[src/rtl/bs_pkg.sv]
`timescale 1ns/1ps
package bs_pkg;
   typedef enum logic [1:0] {
      SH_LSL = 2'b00,
      SH_LSR = 2'b01,
      SH_ASR = 2'b10,
      SH_ROR = 2'b11
   } shift_kind_e;
endpackage

[src/rtl/bs_imm_rotator.sv]
`timescale 1ns/1ps
module bs_imm_rotator #(
   parameter int DATA_W = 32,
   parameter int IMM_W  = 8,
   parameter int ROT_W  = 4
) (
   input  logic [IMM_W-1:0]  imm,
   input  logic [ROT_W-1:0]  rot,
   input  logic              c_in,
   output logic [DATA_W-1:0] val,
   output logic              c_out
);
   localparam int MAX_ROT = 2 * ((1 << ROT_W) - 1);

   generate
      if (MAX_ROT >= DATA_W) begin : g_bad_rot
         $error("rotate span exceeds the data width");
      end
      if (IMM_W > DATA_W) begin : g_bad_imm
         $error("constant wider than the data path");
      end
   endgenerate

   logic [DATA_W-1:0]   zext;
   logic [2*DATA_W-1:0] doubled;

   always_comb begin
      zext    = {{(DATA_W-IMM_W){1'b0}}, imm};
      doubled = {zext, zext} >> {rot, 1'b0};
      val     = doubled[DATA_W-1:0];
      c_out   = (rot == '0) ? c_in : doubled[DATA_W-1];
   end

   // a rotation keeps the number of set bits
   always_comb begin
      p_rot_bits_r1: assert ($countones(val) == $countones(imm))
         else $error("rotated constant lost or gained bits");
   end
endmodule

[src/rtl/bs_amount_select.sv]
`timescale 1ns/1ps
module bs_amount_select
   import bs_pkg::*;
#(
   parameter int DATA_W  = 32,
   parameter int AMT_W   = 8,
   parameter int SHIMM_W = 5
) (
   input  logic               from_reg,
   input  shift_kind_e        kind,
   input  logic [SHIMM_W-1:0] imm_amt,
   input  logic [AMT_W-1:0]   reg_amt,
   output logic [AMT_W-1:0]   amt,
   output logic               rrx
);
   generate
      if ((1 << AMT_W) <= DATA_W) begin : g_bad_amt
         $error("distance width cannot hold the word width");
      end
      if (SHIMM_W > AMT_W) begin : g_bad_shimm
         $error("constant distance wider than register distance");
      end
   endgenerate

   localparam logic [AMT_W-1:0] FULL = AMT_W'(DATA_W);

   always_comb begin
      rrx = 1'b0;
      amt = '0;
      if (from_reg) begin
         amt = reg_amt;
      end else if (imm_amt != '0) begin
         amt = {{(AMT_W-SHIMM_W){1'b0}}, imm_amt};
      end else begin
         unique case (kind)
            SH_LSL: amt = '0;
            SH_LSR: amt = FULL;
            SH_ASR: amt = FULL;
            SH_ROR: rrx = 1'b1;
            default: amt = '0;
         endcase
      end
   end

   // the carry-rotate request only comes from the constant form
   always_comb begin
      p_rrx_src_r7: assert (!(rrx && from_reg))
         else $error("carry rotate selected for a register distance");
   end
endmodule

[src/rtl/bs_shift_core.sv]
`timescale 1ns/1ps
module bs_shift_core
   import bs_pkg::*;
#(
   parameter int DATA_W = 32,
   parameter int AMT_W  = 8
) (
   input  logic [DATA_W-1:0] val,
   input  shift_kind_e       kind,
   input  logic [AMT_W-1:0]  amt,
   input  logic              rrx,
   input  logic              c_in,
   output logic [DATA_W-1:0] res,
   output logic              c_out
);
   localparam int SH_W = $clog2(DATA_W);
   localparam logic [AMT_W-1:0] FULL = AMT_W'(DATA_W);

   generate
      if ((1 << SH_W) != DATA_W) begin : g_bad_pow2
         $error("data width must be a power of two");
      end
   endgenerate

   logic [SH_W-1:0]        low;
   logic                   in_range;
   logic [DATA_W:0]        lsl_w;
   logic [DATA_W:0]        lsr_w;
   logic signed [DATA_W:0] asr_src;
   logic signed [DATA_W:0] asr_w;
   logic [2*DATA_W-1:0]    ror_w;

   always_comb begin
      low      = amt[SH_W-1:0];
      in_range = (amt < FULL);
      lsl_w    = {1'b0, val} << low;
      lsr_w    = {val, 1'b0} >> low;
      asr_src  = {val, 1'b0};
      asr_w    = asr_src >>> low;
      ror_w    = {val, val} >> low;
   end

   always_comb begin
      res   = val;
      c_out = c_in;
      if (rrx) begin
         res   = {c_in, val[DATA_W-1:1]};
         c_out = val[0];
      end else if (amt != '0) begin
         unique case (kind)
            SH_LSL: begin
               if (in_range) begin
                  res   = lsl_w[DATA_W-1:0];
                  c_out = lsl_w[DATA_W];
               end else begin
                  res   = '0;
                  c_out = (amt == FULL) ? val[0] : 1'b0;
               end
            end
            SH_LSR: begin
               if (in_range) begin
                  res   = lsr_w[DATA_W:1];
                  c_out = lsr_w[0];
               end else begin
                  res   = '0;
                  c_out = (amt == FULL) ? val[DATA_W-1] : 1'b0;
               end
            end
            SH_ASR: begin
               if (in_range) begin
                  res   = asr_w[DATA_W:1];
                  c_out = asr_w[0];
               end else begin
                  res   = {DATA_W{val[DATA_W-1]}};
                  c_out = val[DATA_W-1];
               end
            end
            SH_ROR: begin
               res   = ror_w[DATA_W-1:0];
               c_out = ror_w[DATA_W-1];
            end
            default: begin
               res   = val;
               c_out = c_in;
            end
         endcase
      end
   end

   // logical shifts beyond the word width clear both result and carry
   always_comb begin
      if (!rrx && amt > FULL && (kind == SH_LSL || kind == SH_LSR))
         p_wide_logical_r9: assert (res == '0 && !c_out)
            else $error("wide logical shift left residue");
   end

   // arithmetic shifts at or beyond the width replicate the sign
   always_comb begin
      if (!rrx && amt >= FULL && kind == SH_ASR)
         p_sign_fill_r9: assert (res == {DATA_W{val[DATA_W-1]}} && c_out == val[DATA_W-1])
            else $error("arithmetic shift did not saturate to the sign");
   end

   // carry rotate moves the low bit to the carry and the carry to the top
   always_comb begin
      if (rrx)
         p_rrx_move_r7: assert (c_out == val[0] && res[DATA_W-1] == c_in)
            else $error("carry rotate mismatch");
   end

   // a rotate keeps the number of set bits
   always_comb begin
      if (!rrx && kind == SH_ROR)
         p_ror_bits_r10: assert ($countones(res) == $countones(val))
            else $error("rotate changed the bit count");
   end
endmodule

[src/rtl/barrel_opnd2.sv]
`timescale 1ns/1ps
module barrel_opnd2
   import bs_pkg::*;
#(
   parameter int DATA_W  = 32,
   parameter int IMM_W   = 8,
   parameter int ROT_W   = 4,
   parameter int IDX_W   = 4,
   parameter int SHIMM_W = 5,
   parameter int AMT_W   = 8,
   parameter int FIELD_W = 12
) (
   input  logic               use_imm,
   input  logic [FIELD_W-1:0] op_field,
   input  logic [DATA_W-1:0]  rm_val,
   input  logic [DATA_W-1:0]  rs_val,
   input  logic               c_in,
   output logic [DATA_W-1:0]  operand,
   output logic               c_out
);
   localparam int ROT_LSB   = IMM_W;
   localparam int SRC_BIT   = IDX_W;
   localparam int KIND_LSB  = IDX_W + 1;
   localparam int SHIMM_LSB = KIND_LSB + 2;

   generate
      if (IMM_W + ROT_W != FIELD_W) begin : g_bad_imm_layout
         $error("constant layout does not fill the field");
      end
      if (SHIMM_LSB + SHIMM_W != FIELD_W) begin : g_bad_reg_layout
         $error("register layout does not fill the field");
      end
   endgenerate

   logic [IMM_W-1:0]   imm8;
   logic [ROT_W-1:0]   rot;
   logic               from_reg;
   shift_kind_e        kind;
   logic [SHIMM_W-1:0] imm_amt;
   logic [DATA_W-1:0]  imm_val;
   logic               imm_c;
   logic [AMT_W-1:0]   amt;
   logic               rrx;
   logic [DATA_W-1:0]  sh_res;
   logic               sh_c;
   logic               unused_bits;

   assign imm8        = op_field[IMM_W-1:0];
   assign rot         = op_field[ROT_LSB +: ROT_W];
   assign from_reg    = op_field[SRC_BIT];
   assign kind        = shift_kind_e'(op_field[KIND_LSB +: 2]);
   assign imm_amt     = op_field[SHIMM_LSB +: SHIMM_W];
   assign unused_bits = ^{op_field[IDX_W-1:0], rs_val[DATA_W-1:AMT_W]};

   bs_imm_rotator #(
      .DATA_W(DATA_W), .IMM_W(IMM_W), .ROT_W(ROT_W)
   ) i_rot (
      .imm(imm8), .rot(rot), .c_in(c_in), .val(imm_val), .c_out(imm_c)
   );

   bs_amount_select #(
      .DATA_W(DATA_W), .AMT_W(AMT_W), .SHIMM_W(SHIMM_W)
   ) i_amt (
      .from_reg(from_reg), .kind(kind), .imm_amt(imm_amt),
      .reg_amt(rs_val[AMT_W-1:0]), .amt(amt), .rrx(rrx)
   );

   bs_shift_core #(
      .DATA_W(DATA_W), .AMT_W(AMT_W)
   ) i_core (
      .val(rm_val), .kind(kind), .amt(amt), .rrx(rrx), .c_in(c_in),
      .res(sh_res), .c_out(sh_c)
   );

   always_comb begin
      operand = use_imm ? imm_val : sh_res;
      c_out   = use_imm ? imm_c   : sh_c;
   end

   // a zero rotate count leaves the carry alone
   always_comb begin
      if (use_imm && rot == '0)
         p_imm_keep_c_r2: assert (c_out == c_in)
            else $error("constant with zero rotate altered the carry");
   end

   // constant left shift of zero passes the register through
   always_comb begin
      if (!use_imm && !from_reg && kind == SH_LSL && imm_amt == '0)
         p_lsl0_pass_r5: assert (operand == rm_val && c_out == c_in)
            else $error("zero left shift changed operand or carry");
   end

   // constant logical right code zero yields an empty operand
   always_comb begin
      if (!use_imm && !from_reg && kind == SH_LSR && imm_amt == '0)
         p_lsr0_full_r6: assert (operand == '0 && c_out == rm_val[DATA_W-1])
            else $error("logical right zero code did not shift the full width");
   end
endmodule

[config.mk]
export PLATFORM = sky130hd
export DESIGN_NAME = barrel_opnd2
export DESIGN_NICKNAME = d
export VERILOG_FILES = /design/src/rtl/bs_pkg.sv /design/src/rtl/bs_imm_rotator.sv /design/src/rtl/bs_amount_select.sv /design/src/rtl/bs_shift_core.sv /design/src/rtl/barrel_opnd2.sv
export SDC_FILE = /design/constraint.sdc
export NUM_CORES = 1
export LEC_CHECK = 0
export BUFFER_PORTS_ARGS = -buffer_cell sky130_fd_sc_hd__buf_4
export CORE_MARGIN = 1
export CORE_UTILIZATION = 40
export DETAILED_ROUTE_END_ITERATION = 12
export PLACE_DENSITY = 0.58
export SLEW_MARGIN = 10
export SYNTH_ARGS = -nofsm -noshare
export SYNTH_HDL_FRONTEND = slang
export SYNTH_SLANG_ARGS = --single-unit
[constraint.sdc]
create_clock -name vclk -period 3.18
set_input_delay 0.159 -clock vclk [all_inputs]
set_output_delay 0.159 -clock vclk [all_outputs]
set_load 0.01 [all_outputs]
---- After elaboration in Yosys (flattened, before gate mapping) ----
Index checks and enable logic that the tools add are counted.
operators by class
  add/sub/neg operators ................... 0
  $mul .................................... 0
  divide/modulo/power cells ............... 0
  order comparisons ....................... 1
  eq/ne operators ......................... 4
  shift-type cells ........................ 5
  mux-type cells .......................... 23
  bitwise gates (word level) .............. 0
  reductions and logical operators ........ 5
operator list
  cell                count
  $mux 32             6
  $pmux 32 s4         1
  $shr 64x5->32       1
  $shr 40x5->32       1
  $shl 32x5->33       1
  $shr 33x5->33       1
  $sshr 33x5->33      1
  $mux 8              2
  $mux 1              12
  $eq 8x6->1 const B  1
  $lt 8x6->1 const B  1
  $reduce_bool 8->1   1
  $mux 6              1
  $reduce_bool 5->1   1
  $eq 2x2->1 const B  2
  $logic_not 4->1     1
  $pmux 1 s4          1
  $eq 2x1->1 const B  1
  $logic_not 2->1     1
  $reduce_or 2->1     1
word-level totals
  bits in registers ....................... 0
  latch bits .............................. 0
  RAM bits ................................ 0
  ROM bits ................................ 0
  input port bits ......................... 78
  output and inout port bits .............. 33
  word-level logic and storage cells ...... 38
  memories ................................ 0

---- Logic depth before layout (Yosys ltp) ----
Gate-level depths: netlist of run 1.
  depth in word-level cells ............... 12
  depth in mapped cells ................... 13
  depth with buffers taken out ............ 9

---- Modules after synthesis ----
A second synthesis of run 1 with hierarchy kept.
unflattened totals
  cells, all modules ...................... 908
  area, all modules ....................... 6,974.2 µm²
modules (own cells, without submodules)
  module            times used  cells an instance  area an instance (µm²)  sequential area each (µm²)
  bs_shift_core     1           758                5,610.4                 0.0
  bs_imm_rotator    1           100                685.7                   0.0
  barrel_opnd2      1           37                 555.5                   0.0
  bs_amount_select  1           13                 122.6                   0.0

---- Least setup slack after synthesis of run 1 ----
Ideal clock, no wire load.
  path type ............................... input to output
  from .................................... input op_field[4]
  to ...................................... output operand[14]
  arrival ................................. 2.465 ns
  required time ........................... 3.021 ns
  setup slack ............................. 0.556 ns
  cell stages on the path ................. 11
  buffers on the path ..................... 4
  cell sequence ........................... buf_6 > buf_12 > mux2i_4 > buf_6 > buf_6 > mux4_2 > mux2i_1 > mux2i_1 > mux2_2 > a2111oi_2 > o21ai_1
on the way
  word-level cells in the longest chain between the ends .. 7
  elaborated cells between the ends (all ways) .. 16
  those cells by class .................... 1 x order compare; 5 x shift; 9 x mux; 1 x reduce/logical
ends and longest elaborated chain
  what                                      RTL line                                                       source
  start: declaration                        barrel_opnd2.sv:14                                             input logic [FIELD_W-1:0] op_field,
  $mux 8                                    bs_amount_select.sv:30                                         if (from_reg) begin
  $lt 8x6->1, or another cell as far along  bs_shift_core.sv:35                                            in_range = (amt < FULL);
  $mux 32 (on tied branches)                bs_shift_core.sv:70, bs_shift_core.sv:52, bs_shift_core.sv:61
  $pmux 32 s4                               bs_shift_core.sv:50                                            unique case (kind)
  $mux 32                                   bs_shift_core.sv:49                                            end else if (amt != '0) begin
  $mux 32                                   bs_shift_core.sv:46                                            if (rrx) begin
  $mux 32 *                                 barrel_opnd2.sv:76                                             operand = use_imm ? imm_val : sh_res;
  end: declaration                          barrel_opnd2.sv:18                                             output logic [DATA_W-1:0] operand,
Every way passes the cells marked *; elsewhere a longest branch is shown, timed or not.

---- Worst setup path after layout of run 1 ----
  from .................................... input op_field[4]
  to ...................................... output operand[4]
Same word-level chain as after synthesis.

==> results.md, run 1 <==
- The number of global-route vias before repair was 9611.
- From left edge to right edge, the die measures 139 µm.
- The die covers 19400 µm².
- Across all setup checks in the final design, the least slack found is 43.8 ps.
- By area the synthesized netlist is led by mux4_2, mux2i_1, nand2_1, o21ai_0, a21oi_1.
- The switching power of the nets is 1.32 mW.
- The total design power is 2.23 mW.
- The endpoint required time on the critical path is 3020 ps.
- The first detailed-routing pass took 6 iterations.
- Synthesis produced a netlist whose cell count is 989.
- In this run the remaining antenna-violating nets after routing total 0.
- During placement, the flow inserted port buffers numbering 87.
- The core region is 18200 µm².
- The total number of placement rows is 49.
- The sort of element at the end of the critical path is a primary output.
- Once placement completed, the tool counted placed cells totaling 1335.
- The final hold violation count is 0.
- The count of pins on the block boundary is 111.
- The cell type contributing the most total cell area after synthesis is mux4_2.
- The mean instance size in the synthesized netlist is 7.63 µm².
- The pin count of the biggest net entering global routing is 60.
- The internal power of the cells totals 913 µW.
- The placer congestion estimate is 1.12.
- In this run the worst path has a maximum fanout of 14.
- The total of clock buffers placed in the layout is 0.
- For the finished layout, the period the worst path requires is 3140 ps.
- In the final layout, the share of cells above drive strength 1 is 34.8%.
- Static timing analysis puts the maximum clock frequency at 319 MHz.
- For this run, the number of standard cells in the final layout without fillers is 1341.
- The aggregate global routing overflow is 0.
- The remaining max-slew budget at the tightest pin is 44.9%.
- The number of warnings issued by yosys is 0.
- Summing every instance area after synthesis gives 7550 µm².
- In this run the vertical extent of the chip is 139 µm.
- The DRC violation count after routing is 0.
- The maximum resistive drop on vdd is 174 µV.
- The first global-routing pass estimated 65400 µm of wire.
- The kind of launch point of the worst setup path is an input pin.
- The count of cell types in the netlist is 92.
- The flow ran to the end, and the final reports show no timing, DRC or antenna violations.
- For this design the ratio of total power to cell area is 237 nW/µm².
- The net count after synthesis is 1071.
- In the final design database the tool counted 1195 nets.
- The final-report max-slew violation count is 0.
- The data arrival time of the critical path is 2980 ps.
- The detailed placer's ending HPWL is 34600 µm.
- The power share of the clock group is 0%.
- The routed wirelength normalized by instance count is 34.3 µm.
- The share of synthesized area occupied by flip-flops and latches is 0%.
- The count of final setup violators is 0.
- The kind of critical path is input pin to primary output.
- The slew at the pin closest to its max-slew limit is 819 ps.
- Sequential cells account for 0% of the total power.
- The path category of the worst min-delay check is input pin to primary output.
- The post-route setup TNS is 0 ps.
- The area growth from synthesis to layout is 24.6%.
- After detailed routing, the total wire length is 46000 µm.
- The initial antenna violation count is 2.
- The top cell type by area accounts for 19.7% of the synthesized area.
- The storage element area is 0 µm².
- The share of the clock period used by the worst path is 98.6%.
- The max-capacitance violation count is 0.
- Combinational logic is responsible for 100.0% of the overall power.
- The initial utilization of the core area, before any placement, comes to 41.5%.
- The pre-CTS worst setup slack is -155 ps.
- The average via count per standard cell is 7.70.
- The cts-stage hold buffer count is 0.
- Across every metal layer, demand over resource in global routing totals 45.8%.
- The analysis attributes to cell leakage a power of 3.76 nW.
- Of the total power, the share spent switching nets is 59.1%.
- The total via count after detailed routing is 10.3k.
- The total number of sequential cells is 0.
- The number of DRC markers after the initial detailed-route iteration is 1653.
[per-layer routing]
| layer | wire (µm) | vias to the layer above | share of wire [%] | GRT usage [%] |
|---|---|---|---|---|
| li1 | - | 4207 | - | - |
| met1 | 16100 | 4914 | 35 | 57.2 |
| met2 | 19600 | 959 | 43 | 69.5 |
| met3 | 6820 | 241 | 15 | 13.2 |
| met4 | 3460 | 0 | 7.5 | 28.1 |
| met5 | 0 | - | 0 | 0 |
[kinds of logic after synthesis]
logic type / count (synthesis) / synth area share (%)
AND/OR/NAND/NOR: 305 / 19.3
multiplexers: 194 / 38.2
buffers and inverters: 133 / 8.82
adder cells (fa/ha/maj): 4 / 0.663
AO/OA/AOI/OAI: 353 / 32.9
[metrics by stage]
step	instance area [µm²]	utilization [%]	hold slack, ps
after floorplan	7550	-	603
after global placement	9170	50.3	811
after detailed placement	9170	50.3	804
after CTS	9220	50.6	804
after global routing	9400	51.6	813
final	9410	51.7	821
[cell usage in the layout, fill, tap and decap left out, types with 6 or more instances in the layout]
cell type	netlist	final
inv_1	8	8
o21ai_0	72	72
o211ai_1	16	16
a31oi_1	21	21
a21o_1	6	6
mux2_2	24	23
o221ai_1	16	15
mux2i_4	5	7
and2_1	11	11
nand2b_1	8	8
nor2_1	72	71
nand2_1	105	104
buf_4	8	231
mux4_2	66	66
nor3_1	24	23
nand4_1	6	6
mux2i_1	96	91
a211oi_1	16	15
buf_12	1	12
o21ai_1	9	9
a221oi_1	11	9
a2bb2oi_1	7	6
o22ai_1	12	12
nand3_1	41	41
a22oi_1	23	22
a21oi_1	64	64
a32oi_1	8	7
[synthesized netlist by cell type, types with 6 or more instances]
master / instances
o22ai_1: 12
buf_6: 10
nand2b_1: 8
nand4_1: 6
o211ai_1: 16
buf_4: 8
a32oi_1: 8
inv_1: 8
o21ai_0: 72
nor2_1: 72
a221oi_1: 11
a2bb2oi_1: 7
a21oi_1: 64
mux4_2: 66
buf_1: 9
mux2_2: 24
and2_1: 11
mux2i_1: 96
a31oi_1: 21
nand3_1: 41
nor3_1: 24
a21o_1: 6
o221ai_1: 16
buf_2: 27
clkbuf_1: 69
a22oi_1: 23
o21ai_1: 9
nand2_1: 105
a211oi_1: 16
[timing repair]
action | in CTS | in global routing
setup buffers | 0 | 3
setup endpoints to repair | 4 | 15
gates resized for setup | 9 | 15
pin swaps | 1 | 0
cloned | 0 | 2
[final cells by class]
class | instances | area (µm²)
tap | 229 | 287
multi-input combinational | 856 | 7040
fill | 1809 | 8800
timing repair buffer | 247 | 2050
inverter | 8 | 30.0
antenna | 1 | 2.50
[power groups by stage]
stage / registers [mW] / clock network, mW / logic [mW]
6_report: 0 / 0.0000000664 / 2.23
3_5_place_dp: 0 / 0 / 2.07
2_1_floorplan: 0 / 0 / 1.20
3_3_place_gp: 0 / 0 / 2.07
5_1_grt: 0 / 0 / 2.29
4_1_cts: 0 / 0 / 2.08
[critical path, stage by stage]
cell	delay [ps]
buf_6	150
mux2i_4	280
buf_12	140
buf_12	100
clkbuf_16	170
mux4_2	540
mux2i_1	280
buf_4	200
o211a_1	150
a31oi_1	40
o211ai_1	360
a22oi_1	200
buf_4	210
[worst paths after layout]
| check | depth (start not counted) | slack (ps) | startpoint | end |
|---|---|---|---|---|
| setup / recovery | 13 | 40 | op_field[4] | operand[4] |
| hold / removal | 4 | 820 | use_imm | operand[18] |
No activity file was read; power rests on OpenSTA's default activity.
==> inputs of run 2 (changes only) <==
--- a/config.mk
+++ b/config.mk
@@ -9,6 +9,7 @@
 export CORE_MARGIN = 1
 export CORE_UTILIZATION = 40
 export DETAILED_ROUTE_END_ITERATION = 12
+export MAX_ROUTING_LAYER = met4
 export PLACE_DENSITY = 0.58
 export SLEW_MARGIN = 10
 export SYNTH_ARGS = -nofsm -noshare
==> results.md, run 2 (synthesis gave the netlist of run 1 again) <==
- The flow ran to the end, but the final reports show violations.
- Of all nets on the critical path, the largest fanout is 11.
- The kind of critical path is input pin to primary output.
- The initial antenna violation count is 2.
- The count of buffers added on input and output ports is 87.
- For this run, global-route usage on met3 was measured as 11.8%.
- The worst-case IR drop observed on VDD is 197 µV.
- For this design, the CTS-stage hold fixing added 0 buffers.
- The total number of placement rows is 49.
- The worst setup path is captured at a primary output.
- Global routing consumed, on the met1 layer, 59.8% of the routing resources.
- The height of the chip is 139 µm.
- The core footprint is 18200 µm².
- Summing all placed instances gives a cell area of 9080 µm².
- There are 0 flip-flops and latches.
- Detailed placement ended at an HPWL of 35100 µm.
- The final cell area excluding filler cells is 9260 µm².
- The total area of multi-input combinational cells is 6970 µm².
- The count of nets left with antenna violations after detail routing is 0.
- In the global route stage, met2 resource usage came out at 72.4%.
- The cell repeated most along the worst path is buf_4.
- Routability-driven placement finished with a final weighted congestion of 1.18.
- The final hold violation count is 0.
- Setup violations remaining at the end of the flow were counted as 1.
- Summed over all layers, the global routing overflow is 0.
- met2 is the most crowded layer.
- The worst pin sits at a relative slew slack of 38.5%.
- The pin count of the biggest net entering global routing is 60.
- The design draws 2.20 mW.
- The routed wirelength normalized by instance count is 34.7 µm.
- At the worst endpoint, the required time is 3020 ps.
- The data arrival time of the critical path is 3030 ps.
- The first routing iteration left 1844 violations.
- The die covers 19400 µm².
- The length of the first detailed-routing pass in iterations is 8.
- The die is 139 µm wide.
- The largest single stage delay on the critical path is 580 ps.
- The number of global-route vias before repair is 9349.
- The leakage component of the power is 3.70 nW.
- The final layout contains 1190 nets.
- The final-report max-slew violation count is 0.
- The most common cell after layout, fill and taps aside is buf_4.
- The minimum hold slack is 824 ps.
- Walking the worst path, the cells encountered are buf_4, mux2_4, buf_4, mux4_2, mux2i_1, mux2i_1, o21ai_0, a221o_1, nand3_1, buf_4.
- The post-layout worst setup margin is -9.10 ps.
- The final reports fail on negative setup slack.
- For this configuration, the core starts out at a cell density of 41.5%.
- The layout has 0 clock buffers.
- Across every metal layer, demand over resource in global routing totals 48.0%.
- The kind of launch point of the worst setup path is an input pin.
- For the finished layout, the period the worst path requires is 3190 ps.
- The count of pins on the block boundary is 111.
- The routed layout has 10.2k vias.
- The max-capacitance violation count is 0.
- The number of fill cells is 1827.
- Power spread over the standard cell area amounts to 238 nW/µm².
- The path class of the tightest hold or removal check is input pin to primary output.
- The post-route setup TNS is -9.10 ps.
- The first-pass GRT wire length is 66500 µm.
- The worst path uses 100% of the clock period.
- The total wirelength of the detailed-routed design is 46500 µm.
- At the pin with the least slew margin, the transition time is 916 ps.
- On the critical path, the stage with the largest delay is an instance of mux4_2.
- The highest attainable clock frequency is 314 MHz.
- The ratio of cells with drive above 1 in the final layout is 34.0%.
- Leaving out fill and tap cells, the most frequent cells in the layout are buf_4, nand2_1, mux2i_1, o21ai_0, nor2_1.
- After detailed routing, the number of remaining DRC violations is 0.
- From synthesis to final layout, the design area changed by 22.6%.
- After detailed routing, the number of vias per cell comes to 7.62.
- Registers take 0 µm².
-- run 2: changes by cell type in the layout (fill, tap and decap cells not counted), moves of 2 or more --
cell	before	now
a2111oi_4	2	0
clkbuf_16	2	0
a221oi_1	9	11
a2111oi_2	0	2
diode_2	1	3
-- run 2: critical path, delay by kind of cell --
| family | cells | cell delay, ps |
|---|---|---|
| muxes | 4 | 1340 |
| AOI/OAI and AO/OA | 2 | 760 |
| buffers and inverters | 3 | 600 |
| and+or+nand+nor | 1 | 160 |
-- run 2: timing repair --
action,in CTS,in global routing
gates resized for setup,1,15
buffers inserted,0,13
pin swaps,1,2
setup endpoints to repair,2,16
-- run 2: final timing paths --
check | to | cells past startpoint | from
hold / removal | operand[20] | 4 | rm_val[21]
setup / recovery | operand[11] | 10 | op_field[4]
-- run 2: metal layers --
metal | part of all wire, % | wire length, µm
met2 | 44 | 20500
met1 | 36 | 16700
met5 | 0 | 0
met4 | 6.3 | 2950
met3 | 13 | 6270
-- run 2: layout make-up --
| type | instances | area share [%] |
|---|---|---|
| diodes | 3 | 0.0811 |
| repair buffers | 242 | 21.2 |
| well taps | 229 | 3.10 |
| inverters | 8 | 0.324 |
| multi-input cells | 856 | 75.3 |
-- run 2: power by group --
part           internal, mW  switching, mW   total (mW)  leakage (nW)
clock network   0.000000173              0  0.000000173     0.0000165
registers                 0              0            0             0
logic                 0.887           1.32         2.20          3.70
total                 0.887           1.32         2.20          3.70
-- run 2: per-stage QoR --
stage          setup WS [ps]  instances  utilization [%]
2_1_floorplan            556        989                -
3_3_place_gp            -181       1322             49.9
3_5_place_dp            -115       1322             49.9
4_1_cts                0.645       1322             49.9
5_1_grt                -60.2       1338             50.8
6_report               -9.10       1338             50.8
